## config.mk

```make
export PLATFORM = sky130hd
export DESIGN_NAME = zcg_stereo_gain
export DESIGN_NICKNAME = d
export VERILOG_FILES = /design/src/rtl/zcg_pkg.sv /design/src/rtl/zcg_detect.sv /design/src/rtl/zcg_chan.sv /design/src/rtl/zcg_stereo_gain.sv
export SDC_FILE = /design/constraint.sdc
export NUM_CORES = 1
export LEC_CHECK = 0
export BUFFER_PORTS_ARGS = -buffer_cell sky130_fd_sc_hd__buf_4
export CORE_UTILIZATION = 40
export DETAILED_ROUTE_END_ITERATION = 8
export PLACE_DENSITY = 0.6
export SKIP_LAST_GASP = 1
export SYNTH_ARGS = -nofsm -noshare
export SYNTH_HDL_FRONTEND = slang
export SYNTH_HIERARCHICAL = 1
export SYNTH_SLANG_ARGS = --single-unit
export TNS_END_PERCENT = 5
```

## constraint.sdc

```tcl
create_clock -name clk -period 2.9 [get_ports clk]
set_input_delay 0.145 -clock clk [delete_from_list [all_inputs] [get_ports clk]]
set_output_delay 0.145 -clock clk [all_outputs]
set_load 0.01 [all_outputs]
```

## src/rtl/zcg_pkg.sv

```systemverilog
package zcg_pkg;
   // number of channels handled by the block and their slots
   localparam int unsigned NUM_CH = 2;
   localparam int unsigned CH_L   = 0;
   localparam int unsigned CH_R   = 1;

   // per-channel update state
   typedef enum logic {
      UPD_IDLE = 1'b0,
      UPD_WAIT = 1'b1
   } upd_st_e;
endpackage

```

## src/rtl/zcg_detect.sv

```systemverilog
module zcg_detect #(
   parameter int unsigned SMP_W    = 24,
   parameter bit          SIGN_CHG = 1'b1
) (
   input  logic                    clk,
   input  logic                    rst_n,
   input  logic                    vld_i,
   input  logic signed [SMP_W-1:0] smp_i,
   input  logic        [SMP_W-1:0] thr_i,
   output logic                    hit_o
);
   localparam int unsigned MW = SMP_W + 1;

   if (SMP_W < 2) begin : g_bad_w
      $error("zcg_detect: SMP_W must be at least 2");
   end

   logic signed [MW-1:0] ext;
   logic        [MW-1:0] mag;
   logic                 mag_hit;
   logic                 sgn_hit;

   assign ext     = {smp_i[SMP_W-1], smp_i};
   assign mag     = ext[MW-1] ? (~ext + MW'(1)) : ext;
   assign mag_hit = vld_i && (mag <= {1'b0, thr_i});

   if (SIGN_CHG) begin : g_sign
      logic prev_neg_q;
      logic have_prev_q;
      always_ff @(posedge clk or negedge rst_n) begin
         if (!rst_n) begin
            prev_neg_q  <= 1'b0;
            have_prev_q <= 1'b0;
         end else if (vld_i) begin
            prev_neg_q  <= smp_i[SMP_W-1];
            have_prev_q <= 1'b1;
         end
      end
      assign sgn_hit = vld_i && have_prev_q && (prev_neg_q != smp_i[SMP_W-1]);
   end else begin : g_nosign
      assign sgn_hit = 1'b0;
   end

   assign hit_o = mag_hit || sgn_hit;


   idle_nohit_chk: assert property (@(posedge clk) disable iff (!rst_n)
      !vld_i |-> !hit_o);

   zero_hit_chk: assert property (@(posedge clk) disable iff (!rst_n)
      (vld_i && smp_i == '0) |-> hit_o);
endmodule

```

## src/rtl/zcg_chan.sv

```systemverilog
module zcg_chan
   import zcg_pkg::*;
#(
   parameter int unsigned           GAIN_W      = 8,
   parameter int unsigned           TIMEOUT_CYC = 131072,
   parameter logic [GAIN_W-1:0]     RST_GAIN    = 8'hCF
) (
   input  logic              clk,
   input  logic              rst_n,
   input  logic              gain_ld_i,
   input  logic [GAIN_W-1:0] gain_i,
   input  logic              ctl_ld_i,
   input  logic              zc_i,
   input  logic              mute_i,
   input  logic              tod_i,
   input  logic              hit_i,
   output logic [GAIN_W-1:0] gain_o,
   output logic              mute_o,
   output logic              pend_o
);
   localparam int unsigned CW   = (TIMEOUT_CYC > 2) ? $clog2(TIMEOUT_CYC) : 1;
   localparam logic [CW-1:0] CLAST = CW'(TIMEOUT_CYC - 1);

   if (TIMEOUT_CYC < 2) begin : g_bad_to
      $error("zcg_chan: TIMEOUT_CYC must be at least 2");
   end
   if (GAIN_W < 1) begin : g_bad_gw
      $error("zcg_chan: GAIN_W must be at least 1");
   end

   upd_st_e           st_q;
   logic [GAIN_W-1:0] act_q;
   logic [GAIN_W-1:0] wait_q;
   logic [CW-1:0]     cnt_q;
   logic              zc_q;
   logic              mute_q;
   logic              zc_eff;
   logic              to_fire;

   // the gating mode that applies to this write is the one it carries
   assign zc_eff  = ctl_ld_i ? zc_i : zc_q;
   assign to_fire = (st_q == UPD_WAIT) && !tod_i && (cnt_q == CLAST);

   always_ff @(posedge clk or negedge rst_n) begin
      if (!rst_n) begin
         zc_q   <= 1'b0;
         mute_q <= 1'b0;
      end else if (ctl_ld_i) begin
         zc_q   <= zc_i;
         mute_q <= mute_i;
      end
   end

   always_ff @(posedge clk or negedge rst_n) begin
      if (!rst_n) begin
         st_q   <= UPD_IDLE;
         act_q  <= RST_GAIN;
         wait_q <= RST_GAIN;
         cnt_q  <= '0;
      end else if (gain_ld_i) begin
         cnt_q <= '0;
         if (zc_eff) begin
            wait_q <= gain_i;
            st_q   <= UPD_WAIT;
         end else begin
            act_q <= gain_i;
            st_q  <= UPD_IDLE;
         end
      end else if (st_q == UPD_WAIT) begin
         if (hit_i || to_fire) begin
            act_q <= wait_q;
            st_q  <= UPD_IDLE;
            cnt_q <= '0;
         end else if (cnt_q != CLAST) begin
            cnt_q <= cnt_q + CW'(1);
         end
      end
   end

   assign gain_o = act_q;
   assign mute_o = mute_q;
   assign pend_o = (st_q == UPD_WAIT);


   imm_load_chk: assert property (@(posedge clk) disable iff (!rst_n)
      (gain_ld_i && !zc_eff) |=> (gain_o == $past(gain_i)) && !pend_o);

   gated_load_chk: assert property (@(posedge clk) disable iff (!rst_n)
      (gain_ld_i && zc_eff) |=> pend_o && $stable(gain_o));

   cnt_range_chk: assert property (@(posedge clk) disable iff (!rst_n)
      cnt_q <= CLAST);

   to_fire_chk: assert property (@(posedge clk) disable iff (!rst_n)
      (pend_o && !tod_i && !gain_ld_i && cnt_q == CLAST) |=> !pend_o);

   tod_hold_chk: assert property (@(posedge clk) disable iff (!rst_n)
      (pend_o && tod_i && !hit_i && !gain_ld_i) |=> pend_o && $stable(gain_o));
endmodule

```

## src/rtl/zcg_stereo_gain.sv

```systemverilog
module zcg_stereo_gain
   import zcg_pkg::*;
#(
   parameter int unsigned       GAIN_W      = 8,
   parameter int unsigned       SMP_W       = 24,
   parameter int unsigned       TIMEOUT_CYC = 131072,
   parameter logic [GAIN_W-1:0] RST_GAIN    = 8'hCF,
   parameter bit                SIGN_CHG    = 1'b1
) (
   input  logic                    clk,
   input  logic                    rst_n,
   input  logic                    wr_left_i,
   input  logic                    wr_right_i,
   input  logic [GAIN_W-1:0]       wr_gain_i,
   input  logic                    wr_zc_i,
   input  logic                    wr_mute_i,
   input  logic                    wr_link_i,
   input  logic                    tmo_dis_i,
   input  logic [SMP_W-1:0]        zc_thr_i,
   input  logic                    l_vld_i,
   input  logic signed [SMP_W-1:0] l_smp_i,
   input  logic                    r_vld_i,
   input  logic signed [SMP_W-1:0] r_smp_i,
   output logic [GAIN_W-1:0]       gain_l_o,
   output logic [GAIN_W-1:0]       gain_r_o,
   output logic                    mute_l_o,
   output logic                    mute_r_o,
   output logic                    pend_l_o,
   output logic                    pend_r_o
);
   logic                    vld    [NUM_CH];
   logic signed [SMP_W-1:0] smp    [NUM_CH];
   logic                    hit    [NUM_CH];
   logic                    g_ld   [NUM_CH];
   logic                    c_ld   [NUM_CH];
   logic [GAIN_W-1:0]       gain   [NUM_CH];
   logic                    mute   [NUM_CH];
   logic                    pend   [NUM_CH];

   assign vld[CH_L]  = l_vld_i;
   assign vld[CH_R]  = r_vld_i;
   assign smp[CH_L]  = l_smp_i;
   assign smp[CH_R]  = r_smp_i;

   // a linked left write also loads the right gain; the right control bits stay
   assign g_ld[CH_L] = wr_left_i;
   assign c_ld[CH_L] = wr_left_i;
   assign g_ld[CH_R] = wr_right_i || (wr_left_i && wr_link_i);
   assign c_ld[CH_R] = wr_right_i;

   for (genvar c = 0; c < NUM_CH; c++) begin : g_ch
      zcg_detect #(
         .SMP_W    (SMP_W),
         .SIGN_CHG (SIGN_CHG)
      ) u_det (
         .clk   (clk),
         .rst_n (rst_n),
         .vld_i (vld[c]),
         .smp_i (smp[c]),
         .thr_i (zc_thr_i),
         .hit_o (hit[c])
      );

      zcg_chan #(
         .GAIN_W      (GAIN_W),
         .TIMEOUT_CYC (TIMEOUT_CYC),
         .RST_GAIN    (RST_GAIN)
      ) u_chan (
         .clk       (clk),
         .rst_n     (rst_n),
         .gain_ld_i (g_ld[c]),
         .gain_i    (wr_gain_i),
         .ctl_ld_i  (c_ld[c]),
         .zc_i      (wr_zc_i),
         .mute_i    (wr_mute_i),
         .tod_i     (tmo_dis_i),
         .hit_i     (hit[c]),
         .gain_o    (gain[c]),
         .mute_o    (mute[c]),
         .pend_o    (pend[c])
      );
   end

   assign gain_l_o = gain[CH_L];
   assign gain_r_o = gain[CH_R];
   assign mute_l_o = mute[CH_L];
   assign mute_r_o = mute[CH_R];
   assign pend_l_o = pend[CH_L];
   assign pend_r_o = pend[CH_R];


   mute_left_chk: assert property (@(posedge clk) disable iff (!rst_n)
      wr_left_i |=> mute_l_o == $past(wr_mute_i));

   mute_right_keep_chk: assert property (@(posedge clk) disable iff (!rst_n)
      (wr_left_i && !wr_right_i) |=> $stable(mute_r_o));

   link_copy_chk: assert property (@(posedge clk) disable iff (!rst_n)
      (wr_left_i && wr_link_i && !wr_right_i)
         |=> (pend_r_o || gain_r_o == $past(wr_gain_i)));

   right_solo_chk: assert property (@(posedge clk) disable iff (!rst_n)
      (pend_r_o && !r_vld_i && tmo_dis_i && !wr_right_i && !wr_left_i)
         |=> pend_r_o && $stable(gain_r_o));
endmodule

```

Word-level counts from Yosys, hierarchy flattened
Index checks and enable logic that the tools add are counted.
{"block": "totals", "register_bits": 76, "latchBits": 0, "ramBits": 0, "mem_bits_ro": 0, "input_bits": 90, "out_inout_bits": 20, "word_cells": 89, "mem_count": 0}
{"block": "classes", "addsub": 4, "multipliers": 0, "n_div": 0, "magnitude_cmp": 2, "eq_ne": 8, "shift": 0, "mux": 28, "bitwise_logic": 2, "n_reduce_logical": 29}
{"op": "$mux W17", "count": 8}
{"op": "$mux W8", "count": 8}
{"op": "$add A25 B2 Y25 const B", "count": 2}
{"op": "$le A25 B24 Y1", "count": 2}
{"op": "$mux W25", "count": 2}
{"op": "$not A24 Y25", "count": 2}
{"op": "$add A17 B1 Y17 const B", "count": 2}
{"op": "$eq A17 B17 Y1 const B", "count": 2}
{"op": "$ne A17 B17 Y1 const B", "count": 2}
{"op": "$logic_and A1 B1 Y1", "count": 11}
{"op": "$mux W1", "count": 10}
{"op": "$reduce_and A2 Y1", "count": 4}
{"op": "$reduce_bool A2 Y1", "count": 4}
{"op": "$reduce_and A3 Y1", "count": 2}
{"op": "$reduce_bool A3 Y1", "count": 2}
{"op": "$logic_or A1 B1 Y1", "count": 5}
{"op": "$ne A2 B2 Y1 const B", "count": 2}
{"op": "$ne A1 B1 Y1", "count": 2}
{"op": "$logic_not A1 Y1", "count": 1}

Longest topological paths before layout
{"block": "depth", "word_depth": 10, "depth_mapped": 17, "ltp_nobuf": 16}

Hierarchy
The synthesis kept the hierarchy.
{"module": "zcg_chan", "n_inst": 2, "cells_each": 153, "area_each_um2": 1793.0, "seq_area_each_um2": 915.9}
{"module": "zcg_detect", "n_inst": 2, "cells_each": 163, "area_each_um2": 1158.6, "seq_area_each_um2": 50.0}
{"module": "zcg_stereo_gain", "n_inst": 1, "cells_each": 1, "area_each_um2": 7.5, "seq_area_each_um2": 0.0}

Worst setup path after synthesis
No wires, ideal clock.
{"block": "synth_timing", "path_type": "input to register", "from": "input port l_smp_i[11]", "to": "register g_ch[0].u_chan.cnt_q[14]", "setup_time_ns": 0.080, "arrival_time_ns": 4.152, "required_time_ns": 2.820, "setup_slack_ns": -1.332, "path_stages": 15, "path_buffers": 0, "cell_sequence": "or4_1 -> or2_1 -> or3_4 -> o41a_1 -> xor2_1 -> ha_1 -> nand3_1 -> nor2_1 -> or3_1 -> a221o_1 -> o2bb2ai_1 -> and4bb_2 -> or2_2 -> or4_1 -> a21oi_1"}
{"item": "from (decl)", "line_no": "zcg_stereo_gain.sv:21", "rtl": "input logic signed [SMP_W-1:0] l_smp_i,"}
{"item": "to (signal assigned)", "line_no": "zcg_chan.sv:75", "rtl": "cnt_q <= cnt_q + CW'(1);"}
{"item": "to (decl)", "line_no": "zcg_chan.sv:34", "rtl": "logic [CW-1:0] cnt_q;"}

==> results by group <==
STA
  • Final worst path period share: 138.3%
  • Maximum achievable frequency: ~0.25 GHz
  • Transition at the pin with the smallest max-transition slack: between 900 and 1000 ps
  • Worst Skew: 3.570 ps
  • Final count of hold timing violations: 0
  • Final-report setup violation count: 52
  • Count of pins over their slew limit: 0
  • Least setup slack across all paths after layout: -1109 ps
  • Fin crit period: 4009 ps
  • Relative slew slack: 33.65%
  • Setup repair after global routing missed its margin: yes
  • Min Hold Slack: 48.68 ps

Clocking
  • Clock slew at reported path FFs: 60 ps
  • TritonCTS clock tree: built
  • H-Tree Depth: 3
  • Largest buffer count on any clock path: 2
  • Worst-skew pair later-pin latency: ~340 ps
  • CTS root buffer: clkbuf_16
  • Total clock buffers created by CTS: 9
  • Num Clock Sinks: 76

Place
  • Count of input and output buffers: 109
  • Dpl cell area: 7652 sq um
  • Placed wire-length estimate after detailed placement: between 10 and 15 mm
  • Routability congestion estimate: 0.9301

Die
  • Starting utilization of the core area: 40.82%
  • Area enclosed by the die boundary: 15270 sq um
  • Core footprint: approximately 14000 sq um
  • Number of primary I/O pins: 110
  • X dimension of the die: around 120 um
  • Rows: 44
  • Die Ht: roughly 120 um

Global routing
  • Vias in the first global route: 5543
  • Pin count of the biggest net entering global routing: 77
  • Overflow left after global routing: 0
  • First-pass GRT wire length: 25.86 mm
  • Aggregate global-route resource usage: a little over a fifth
  • Antenna violations before repair: 0

Critical path
  • Terminus of the critical flop-to-flop path: g_ch[1].u_chan/gain_o[5]
  • Maximum net fanout on the critical path: 5
  • Arrival time of data at the critical path endpoint: 4270 ps
  • Required time at the endpoint of the critical path: approximately 3200 ps
  • Worst setup path end: g_ch[0].u_chan/cnt_q[14]
  • R2r worst-path depth: 9
  • Maximum single-stage delay on the critical path: between 500 and 600 ps
  • Source of the worst register-to-register timing path: g_ch[1].u_chan/cnt_q[4]
  • Slowest cell on the critical path: or4_4
  • Critical path cell sequence: buf_4, or4_4, or2_4, or3_4, o31a_1, xor2_1, ha_1, a21oi_2, nor2_1, or3_1, a221o_1, o2bb2ai_2, and4bb_2, or2_4, or4_4, a21oi_2
  • Element type at the critical path start: input pin
  • Class of the most critical setup path: in2reg
  • Launching element of the worst setup path: l_smp_i[11]
  • Setup slack, reg-to-reg: 0 ps
  • Endpoint type of the worst setup path: register

Pwr
  • Total power: 3.500 mW
  • Clock share of power: 33.0%
  • Leak Pwr: 3.711 nW
  • Int Pwr: 2.506 mW
  • Peak supply drop: 0.3167 mV
  • Part of the total power dissipated in combinational logic: between 20 and 30%
  • Net Switching: 0.9940 mW
  • Part of the power in registers: between 30% and 40%
  • Sw frac: 28.40%
  • Cell area power density: 431.1 nW/um^2

Synthesis
  • Post-Synthesis Cell Area: 5911 sq um
  • Synthesis Warnings: 6
  • Flops & latches, synth: 76
  • Number of standard cells after synthesis: 633
  • Post-synth cell types: 50
  • Nets in the synthesized netlist: ~780
  • Post-synthesis average cell area: around 9.3 sq um
  • Sequential area share after synthesis: between 30% and 40%

Routing
  • Count of nets left with antenna violations after detail routing: 0
  • Via count of the routed design: 5491
  • First-iteration detailed-routing DRC count: a little under 300
  • Count of unresolved DRC violations after routing: 0
  • Via-per-instance ratio: 5.321
  • WL/cell: approximately 16 um
  • Total Wirelength: ~16 mm
  • DR pass1 iterations: 5

Outcome
  • Status: finished, violations left
  • Violated checks: negative setup slack

Min path
  • Type of the tightest min-delay check: in2reg

Layout
  • Final standard cell utilization of the core: a little under three fifths
  • Layout Cell Area excl Fill: 8118 sq um
  • Number of inserted diodes: 0
  • Layout Area Growth over Synthesis: 37.34%
  • Net count reported at finish: 987
  • Fraction of final layout cells sized beyond drive strength 1: between 40% and 50%

Run
  • Number of max-capacitance violations reported: 0
==> layer usage <==
| layer | vias up | wire, um | track usage (%) |
|---|---|---|---|
| li1 | 2727 | - | - |
| met1 | 2596 | 7243 | 27.17 |
| met2 | 140 | 7862 | 37.60 |
| met3 | 28 | 629 | 3.782 |
| met4 | 0 | 412 | 8.584 |
| met5 | - | 0 | 0 |
==> flip-flops by register name, summed over array words and instances (netlist names) <==
name	flops
g_ch.u_det/g_sign.prev_neg_q	2
g_ch.u_chan/cnt_q	34
g_ch.u_chan/gain_o	16
g_ch.u_chan/zc_q	2
g_ch.u_det/g_sign.have_prev_q	2
g_ch.u_chan/mute_o	2
g_ch.u_chan/pend_o	2
g_ch.u_chan/wait_q	16
==> logic make-up (layout without fill, tap and decap cells) <==
logic type                 count (synthesis)  in the layout  synth area share (%)
adders and majority gates                 54             54                 11.43
muxes                                     58             58                 10.97
AOI/OAI and AO/OA                        113            113                 12.32
DFF                                       76             76                 32.68
buffers and inverters                     68            281                 4.318
xor gates and xnor gates                  54             54                 8.002
and+or+nand+nor                          210            212                 20.28
==> power by group through the flow <==
stage          logic, mW  clock network, mW  registers [mW]
4_1_cts             1.03               1.19            1.31
2_1_floorplan      0.490                  0            1.34
5_1_grt             1.15               1.23            1.33
6_report            1.04               1.16            1.31
3_3_place_gp       0.983                  0            1.32
3_5_place_dp        1.01                  0            1.33
==> layout make-up <==
class | instances | area, sq um
Timing Repair Buffer | 207 | 1569
Clock inverter | 4 | 27.53
Sequential cell | 76 | 1932
Inverter | 58 | 217.7
Multi-Input combinational cell | 491 | 3852
Fill cell | 1307 | 6361
Tap cell | 184 | 230.2
Clock buffer | 12 | 289.0
==> how the worst min path moves through the flow <==
stage	end	start	depth (start not counted)	slack, ps
after global placement	g_ch[1].u_chan/cnt_q[10]	rst_n	1	350
after floorplan	g_ch[0].u_chan/cnt_q[0]	rst_n	0	-150
after CTS	g_ch[1].u_chan/mute_o	wr_mute_i	2	40
after detailed placement	g_ch[1].u_chan/cnt_q[10]	rst_n	1	370
final	g_ch[1].u_chan/mute_o	wr_mute_i	2	50
after global routing	g_ch[1].u_chan/mute_o	wr_mute_i	2	40
==> synth_stat cells, drive strengths merged <==
library cell	instances	area (sq um)
xor2	14	122.6
or2	6	37.53
o21ai	30	150.1
a21o	1	7.510
a22o	6	52.55
nand4	14	117.6
clkbuf	8	30.03
o22ai	2	12.51
or3b	2	17.52
o41ai	4	35.03
nor2b	2	12.51
o31a	6	52.55
nor3b	4	30.03
o2bb2ai	2	17.52
nand3	22	135.1
and4	2	20.02
nor3	10	50.05
a31oi	6	37.54
a211oi	4	30.03
and4bb	2	25.02
and3	4	25.02
nor2	30	112.6
a21oi	34	170.2
dfrtp	52	1301
dfstp	24	630.6
mux2i	4	40.04
inv	58	217.7
o21a	2	15.01
nand2b	6	37.54
nand2	58	217.7
a21boi	2	22.52
mux2	54	608.1
ha	54	675.7
or4	16	122.6
nor4	10	62.56
or3	14	107.6
buf	2	7.510
o41a	4	45.04
a221o	2	20.02
nand3b	2	15.01
o31ai	8	60.06
xnor2	40	350.3
nor4b	4	35.03
nand4b	2	17.52
==> repair_timing <==
| item | 4_1_cts | 5_1_grt |
|---|---|---|
| setup buffers | 4 | 1 |
| gates cloned | 1 | 1 |
| resized for setup | 8 | 11 |
| hold buffers | 1 | 0 |
| endpoints found under the setup margin | 52 | 52 |
| pin swaps | 5 | 17 |
| hold endpoints to repair | 7 | 0 |
==> critical path: cells and delay by family <==
kind,cells,cell delay [ps]
AND/OR/NAND/NOR,8,2520
AO/OA/AOI/OAI,5,1000
adder cells (fa/ha/maj),1,320
XOR/XNOR,1,170
buffers and inverters,1,120
==> per-stage QoR <==
stage,worst slack (ps),std cells,setup TNS (ps)
final,-1109,1032,-50510
after global routing,-1273,1032,-59420
after detailed placement,-1518,1008,-70440
after CTS,-1122,1030,-51680
after floorplan,-1169,633,-50510
after global placement,-1455,1008,-68410
==> layout by cell type (no fill, tap or decap), types with 4 or more instances in the layout <==
master	instances
a211oi_1	4
a21oi_1	31
a22o_1	6
a31oi_1	6
and3_1	4
buf_4	205
clkbuf_16	11
dfrtp_1	52
dfstp_2	24
ha_1	54
inv_1	58
mux2_2	54
mux2i_1	4
nand2_1	58
nand2b_1	6
nand3_1	18
nand4_1	12
nor2_1	30
nor3_1	10
nor3b_1	4
nor4_1	7
o21ai_0	27
o31a_1	6
o31ai_1	7
o41a_1	4
o41ai_1	4
or2_4	5
or3_1	8
or3_4	6
or4_1	11
xnor2_1	40
xor2_1	14
Note: power is estimated with default switching activity, not from simulation.
